===== src/rtl/i2cs_pkg.sv =====
package i2cs_pkg;
  typedef enum logic [2:0] {
    ST_IDLE,
    ST_DEVADDR,
    ST_ADDR_HI,
    ST_ADDR_LO,
    ST_WDATA,
    ST_ACK,
    ST_TX,
    ST_TX_ACK
  } i2cs_state_e;

  localparam logic [3:0] DEV_TYPE = 4'b1010;
endpackage


===== src/rtl/i2cs_sync.sv =====
module i2cs_sync #(
  parameter int W      = 2,
  parameter int STAGES = 2
) (
  input  logic         clk,
  input  logic         rst_n,
  input  logic [W-1:0] d_i,
  output logic [W-1:0] q_o
);
  for (genvar b = 0; b < W; b++) begin : g_bit
    logic [STAGES-1:0] chain;
    always_ff @(posedge clk or negedge rst_n) begin
      if (!rst_n) chain <= '1;
      else        chain <= {chain[STAGES-2:0], d_i[b]};
    end
    assign q_o[b] = chain[STAGES-1];
  end
endmodule


===== src/rtl/i2cs_cond.sv =====
module i2cs_cond (
  input  logic clk,
  input  logic rst_n,
  input  logic scl_s,
  input  logic sda_s,
  output logic scl_rise,
  output logic scl_fall,
  output logic start_det,
  output logic stop_det
);
  logic scl_q, sda_q;

  always_ff @(posedge clk or negedge rst_n) begin
    if (!rst_n) begin
      scl_q <= 1'b1;
      sda_q <= 1'b1;
    end else begin
      scl_q <= scl_s;
      sda_q <= sda_s;
    end
  end

  assign scl_rise  = scl_s & ~scl_q;
  assign scl_fall  = ~scl_s & scl_q;
  assign start_det = scl_s & scl_q & sda_q & ~sda_s;
  assign stop_det  = scl_s & scl_q & ~sda_q & sda_s;
endmodule


===== src/rtl/i2cs_ptr.sv =====
module i2cs_ptr #(
  parameter int AW = 15
) (
  input  logic          clk,
  input  logic          rst_n,
  input  logic          ld_hi,
  input  logic          ld_lo,
  input  logic          inc,
  input  logic [7:0]    byte_i,
  output logic [AW-1:0] ptr_o
);
  localparam int HI_BITS = AW - 8;

  always_ff @(posedge clk or negedge rst_n) begin
    if (!rst_n)     ptr_o <= '0;
    else if (ld_hi) ptr_o[AW-1:8] <= byte_i[HI_BITS-1:0];
    else if (ld_lo) ptr_o[7:0] <= byte_i;
    else if (inc)   ptr_o <= ptr_o + 1'b1;
  end
endmodule


===== src/rtl/i2c_eeprom_slave.sv =====
module i2c_eeprom_slave
  import i2cs_pkg::*;
#(
  parameter int AW     = 15,
  parameter int STAGES = 2
) (
  input  logic          clk,
  input  logic          rst_n,
  input  logic          scl_i,
  input  logic          sda_i,
  output logic          sda_pull_o,
  input  logic [2:0]    strap_i,
  input  logic          busy_i,
  output logic          req_valid_o,
  input  logic          req_ready_i,
  output logic          req_write_o,
  output logic [AW-1:0] req_addr_o,
  output logic [7:0]    req_wdata_o,
  input  logic          rsp_valid_i,
  input  logic [7:0]    rsp_data_i
);
  localparam logic [3:0] BITS_PER_BYTE = 4'd8;

  logic [1:0]  bus_s;
  logic        scl_s, sda_s;
  logic        scl_rise, scl_fall, start_det, stop_det;
  i2cs_state_e state, after_ack;
  logic [3:0]  bitcnt, txcnt;
  logic [7:0]  shreg, txbuf;
  logic [AW-1:0] ptr;
  logic        in_devaddr, byte_end, addr_hit;
  logic        ld_hi, ld_lo, wr_go, rd_go_dev, rd_go_ack, ptr_inc;

  i2cs_sync #(.W(2), .STAGES(STAGES)) u_sync (
    .clk(clk), .rst_n(rst_n), .d_i({scl_i, sda_i}), .q_o(bus_s)
  );
  assign scl_s = bus_s[1];
  assign sda_s = bus_s[0];

  i2cs_cond u_cond (
    .clk(clk), .rst_n(rst_n), .scl_s(scl_s), .sda_s(sda_s),
    .scl_rise(scl_rise), .scl_fall(scl_fall),
    .start_det(start_det), .stop_det(stop_det)
  );

  i2cs_ptr #(.AW(AW)) u_ptr (
    .clk(clk), .rst_n(rst_n), .ld_hi(ld_hi), .ld_lo(ld_lo),
    .inc(ptr_inc), .byte_i(shreg), .ptr_o(ptr)
  );

  assign in_devaddr = (state == ST_DEVADDR);

  always_comb begin
    byte_end  = scl_fall && (bitcnt == BITS_PER_BYTE) && !start_det && !stop_det;
    addr_hit  = (shreg[7:4] == DEV_TYPE) && (shreg[3:1] == strap_i) && !busy_i;
    ld_hi     = byte_end && (state == ST_ADDR_HI);
    ld_lo     = byte_end && (state == ST_ADDR_LO);
    wr_go     = byte_end && (state == ST_WDATA);
    rd_go_dev = byte_end && in_devaddr && addr_hit && shreg[0];
    rd_go_ack = scl_rise && (state == ST_TX_ACK) && !sda_s && !start_det && !stop_det;
    ptr_inc   = wr_go || rd_go_dev || rd_go_ack;
  end

  always_ff @(posedge clk or negedge rst_n) begin
    if (!rst_n) begin
      state       <= ST_IDLE;
      after_ack   <= ST_IDLE;
      bitcnt      <= '0;
      txcnt       <= '0;
      shreg       <= '0;
      txbuf       <= '0;
      sda_pull_o  <= 1'b0;
      req_valid_o <= 1'b0;
      req_write_o <= 1'b0;
      req_addr_o  <= '0;
      req_wdata_o <= '0;
    end else begin
      if (req_valid_o && req_ready_i) req_valid_o <= 1'b0;
      if (ptr_inc) begin
        req_valid_o <= 1'b1;
        req_write_o <= wr_go;
        req_addr_o  <= ptr;
        req_wdata_o <= shreg;
      end
      if (rsp_valid_i) txbuf <= rsp_data_i;

      if (start_det) begin
        state      <= ST_DEVADDR;
        bitcnt     <= '0;
        sda_pull_o <= 1'b0;
      end else if (stop_det) begin
        state      <= ST_IDLE;
        sda_pull_o <= 1'b0;
      end else begin
        case (state)
          ST_DEVADDR, ST_ADDR_HI, ST_ADDR_LO, ST_WDATA: begin
            if (scl_rise && bitcnt < BITS_PER_BYTE) begin
              shreg  <= {shreg[6:0], sda_s};
              bitcnt <= bitcnt + 1'b1;
            end else if (byte_end) begin
              bitcnt <= '0;
              if (in_devaddr && !addr_hit) begin
                state <= ST_IDLE;
              end else begin
                sda_pull_o <= 1'b1;
                state      <= ST_ACK;
                case (state)
                  ST_DEVADDR: after_ack <= shreg[0] ? ST_TX : ST_ADDR_HI;
                  ST_ADDR_HI: after_ack <= ST_ADDR_LO;
                  default:    after_ack <= ST_WDATA;
                endcase
              end
            end
          end
          ST_ACK: begin
            if (scl_fall) begin
              state  <= after_ack;
              bitcnt <= '0;
              if (after_ack == ST_TX) begin
                sda_pull_o <= ~txbuf[7];
                txcnt      <= 4'd1;
              end else begin
                sda_pull_o <= 1'b0;
              end
            end
          end
          ST_TX: begin
            if (scl_fall) begin
              if (txcnt == BITS_PER_BYTE) begin
                sda_pull_o <= 1'b0;
                state      <= ST_TX_ACK;
              end else begin
                sda_pull_o <= ~txbuf[3'd7 - txcnt[2:0]];
                txcnt      <= txcnt + 1'b1;
              end
            end
          end
          ST_TX_ACK: begin
            if (scl_rise) begin
              if (!sda_s) begin
                state     <= ST_ACK;
                after_ack <= ST_TX;
              end else begin
                state <= ST_IDLE;
              end
            end
          end
          default: ;
        endcase
      end
    end
  end
endmodule


===== config.mk =====
export PLATFORM = sky130hd
export DESIGN_NAME = i2c_eeprom_slave
export DESIGN_NICKNAME = d
export VERILOG_FILES = /design/src/rtl/i2cs_pkg.sv /design/src/rtl/i2cs_sync.sv /design/src/rtl/i2cs_cond.sv /design/src/rtl/i2cs_ptr.sv /design/src/rtl/i2c_eeprom_slave.sv
export SDC_FILE = /design/constraint.sdc
export NUM_CORES = 1
export LEC_CHECK = 0
export ABC_CLOCK_PERIOD_IN_PS = 4540
export BUFFER_PORTS_ARGS = -buffer_cell sky130_fd_sc_hd__buf_2
export CAP_MARGIN = 20
export CORE_ASPECT_RATIO = 0.6
export CORE_MARGIN = 2
export CORE_UTILIZATION = 63
export DETAILED_ROUTE_END_ITERATION = 8
export PLACE_DENSITY = 0.85
export SYNTH_ARGS = -nofsm -noshare
export SYNTH_HDL_FRONTEND = slang
export SYNTH_SLANG_ARGS = --single-unit

===== constraint.sdc =====
create_clock -name clk -period 4.54 [get_ports clk]
set_input_delay 0.454 -clock clk [delete_from_list [all_inputs] [get_ports clk]]
set_output_delay 0.454 -clock clk [all_outputs]
set_load 0.02 [all_outputs]

==> results.py <==
metrics = {
    "status": {
        "status": "complete, no violations",
    },
    "pwr": {
        "p_leak_nw": 2.014,
        "cellPowerDensity_mw_per_mm2": 503.2,
        "ir_drop_mv": 0.2755,
    },
    "sta": {
        "slew_headroom_pct": 36.01,
        "fin_crit_sh_pct": 69.50,
        "fin_worst_skew_ns": 0.008702,
        "fmax_mhz": 316.9,
        "fin_crit_ns": 3.155,
        "hold_viol": 0,
        "setup_viol_count_final": 0,
        "worst_pin_slew_ns": 0.9598,
        "rsz0062_at_grt": "no",
        "finalMaxSlewViolations": 0,
        "fin_setup_tns_ns": 0,
    },
    "floorplanning": {
        "dieArea_mm2": 0.006825,
        "initial_core_util_pct": 64.38,
        "die_w_um": 105.3,
        "dieHeight_um": 64.80,
        "io_pins": 44,
        "core_area_mm2": 0.006028,
        "rows": 22,
    },
    "detailed_routing": {
        "drc": 0,
        "drt-met1-wl_um": 4115,
        "postRouteAntennaNets": 0,
        "wl_per_cell_um": 17.50,
        "viasPerCell": 6.320,
        "vias": 3160,
        "highest_layer": "met4",
        "drt-total-wl_um": 8750,
        "dr.first_iter.drc_count": 491,
        "wl_met3_um": 771,
        "dr_wl_met2_um": 3752,
        "drtPass1Iterations": 5,
    },
    "clock_tree": {
        "cts.sinks": 77,
        "post_cts_resized": 0,
        "clockRootBuffer": "clkbuf_8",
        "postCtsSetupBuffers": 0,
        "tritoncts": "done",
        "clk_pin_slew_worst_paths_ns": 0.08,
        "ctsHoldBuffers": 0,
        "cts_inserted_buffers": 9,
        "cts_max_level": 3,
        "insertion_delay_ns": 0.35,
        "cts_max_path_buffers": 2,
    },
    "critical_path": {
        "crit_required_ns": 4.78,
        "reg2reg_depth": 5,
        "r2r_start": "state[2]",
        "end_kind": "flop",
        "start_kind": "flop",
        "slowest_stage": "dfrtp_1",
        "slowest_delay_ns": 0.77,
        "worstPathArrival_ns": 3.39,
        "path_cells": "nor3b_1 > a21oi_1 > o211ai_1 > nor2b_1 > mux2_2",
        "worstSetupPathType": "reg2reg",
        "r2r-end": "shreg[5]",
        "crit_fanout": 25,
        "r2r_slack_ns": 1.38,
    },
    "worst_hold_path": {
        "holdPathEnd": "u_sync.g_bit[1].chain[0]",
        "hold_depth": 1,
        "hold_path_class": "in2reg",
        "min_from": "scl_i",
    },
    "layout": {
        "final_layout_size_suffix_gt1_share_pct": 27.40,
        "stdcell_area_mm2": 0.004352,
        "antenna_cells": 0,
        "fill_cells": 426,
        "fin_nets": 434,
        "syn2layout_area_growth_pct": 12.12,
        "regArea_mm2": 0.001934,
        "multi_input_area_mm2": 0.001822,
    },
    "yosys": {
        "avgSynthCellArea_um2": 10.35,
        "synth_cells": 375,
        "netlist.area_leader.share_pct": 45.78,
        "netlist_top_cells_area": "dfrtp_1, mux2_2, dfstp_2",
        "syn_area_mm2": 0.003881,
        "synth_edf_count": 0,
        "synth_commonest_cells": "dfrtp_1, mux2_2, nand2_1",
        "ys.flop_type": "dfrtp_1",
        "yosysMostFrequentCell": "dfrtp_1",
        "netlist-cell-type-count": 56,
        "yosysSeqAreaShare_pct": 49.84,
        "synth_top_area_cell": "dfrtp_1",
        "ys_ff_latch": 77,
        "syn_nets": 398,
        "ys_warn_count": 0,
        "ys_async_sr_fraction_pct": 100.0,
    },
    "global_routing": {
        "grt_max_degree": 78,
        "grt_pass1_wl_um": 14300,
        "first_global_vias": 2836,
        "grt_use_total_pct": 27.17,
        "antenna_found_initial": 0,
        "grt_overflow_total": 0,
    },
    "placed_design": {
        "gp_congestion": 0.9680,
        "io_buffers": 43,
        "hpwl_um": 6102,
        "placed_area_mm2": 0.004120,
    },
    "flow_run": {
        "drv_cap": 0,
    },
}
[worst max path at each step]
stage / startpoint / end / depth (start not counted)
2_1_floorplan: bitcnt[0] / u_ptr.ptr_o[13] / 9
3_3_place_gp: state[2] / shreg[5] / 5
3_5_place_dp: state[2] / shreg[5] / 5
4_1_cts: state[2] / shreg[5] / 5
5_1_grt: state[2] / shreg[5] / 5
6_report: state[2] / shreg[5] / 5
[report_power, final]
| part | total (mW) | switching (mW) | internal [mW] |
|---|---|---|---|
| registers | 1.01 | 0.195 | 0.812 |
| clock network | 0.597 | 0.267 | 0.329 |
| logic | 0.585 | 0.334 | 0.251 |
[cell usage in the layout (no fill, tap or decap), types with 5 or more instances in the layout]
| master | n |
|---|---|
| dfrtp_1 | 71 |
| buf_2 | 42 |
| mux2_2 | 39 |
| nand2_1 | 35 |
| o21ai_0 | 31 |
| nor2_1 | 26 |
| a21oi_1 | 21 |
| nand3_1 | 19 |
| clkbuf_8 | 10 |
| inv_1 | 9 |
| nor3_1 | 9 |
| a31oi_1 | 6 |
| dfstp_2 | 6 |
| nand2b_1 | 5 |
| ha_1 | 5 |
[layer usage]
metal | global-route usage [%] | vias to the layer above
met3 | 5.634 | 14
met1 | 40.70 | 1544
met2 | 40.56 | 159
met4 | 7.333 | 0
li1 | - | 1443
met5 | 0 | -
[flip-flops by register name, indices dropped and copies added (netlist names), 3 cells and up]
signal	count
req_wdata_o	8
txbuf	8
state	3
bitcnt	4
after_ack	3
txcnt	4
req_addr_o	15
u_ptr.ptr_o	15
u_sync.g_bit.chain	4
shreg	8
[cell families (layout without fill, tap and decap cells)]
kind of cell / count (synthesis) / after routing / synth area share, %
AOI/OAI and AO/OA: 93 / 93 / 15.28
adders and majority gates: 5 / 5 / 1.612
and+or+nand+nor: 125 / 125 / 16.15
buffers and inverters: 28 / 69 / 3.223
DFF: 77 / 77 / 49.84
xor gates and xnor gates: 4 / 4 / 0.9026
muxes: 43 / 43 / 12.99
[worst max-delay path, delay by kind of cell (launching register included)]
kind	cells	cell delay (ns)
simple gates	2	1.29
flops	1	0.77
mux	1	0.42
compound gates	2	0.57
[through the flow]
stage / worst slack, ns / hold slack, ns / util (%) / cells / power, mW
after floorplan: 2.215 / 0.1584 / - / 375 / 1.392
after global placement: 1.647 / 0.3461 / 68.35 / 484 / 1.554
after detailed placement: 1.469 / 0.3472 / 68.35 / 484 / 1.584
after CTS: 1.445 / 0.1842 / 72.19 / 500 / 2.177
after global routing: 1.138 / 0.1799 / 72.19 / 500 / 2.292
final: 1.385 / 0.1978 / 72.19 / 500 / 2.190
[final cells by class]
| cell class | instances | share of cell area, % |
|---|---|---|
| flip-flops and latches | 77 | 44.45 |
| multi-input cells | 270 | 41.86 |
| repair buffers | 44 | 5.175 |
| clock buffers | 10 | 3.163 |
| well taps | 84 | 2.415 |
| clock inverters | 6 | 2.156 |
| inverters | 9 | 0.7763 |
Power figures use the tool's default switching activity.
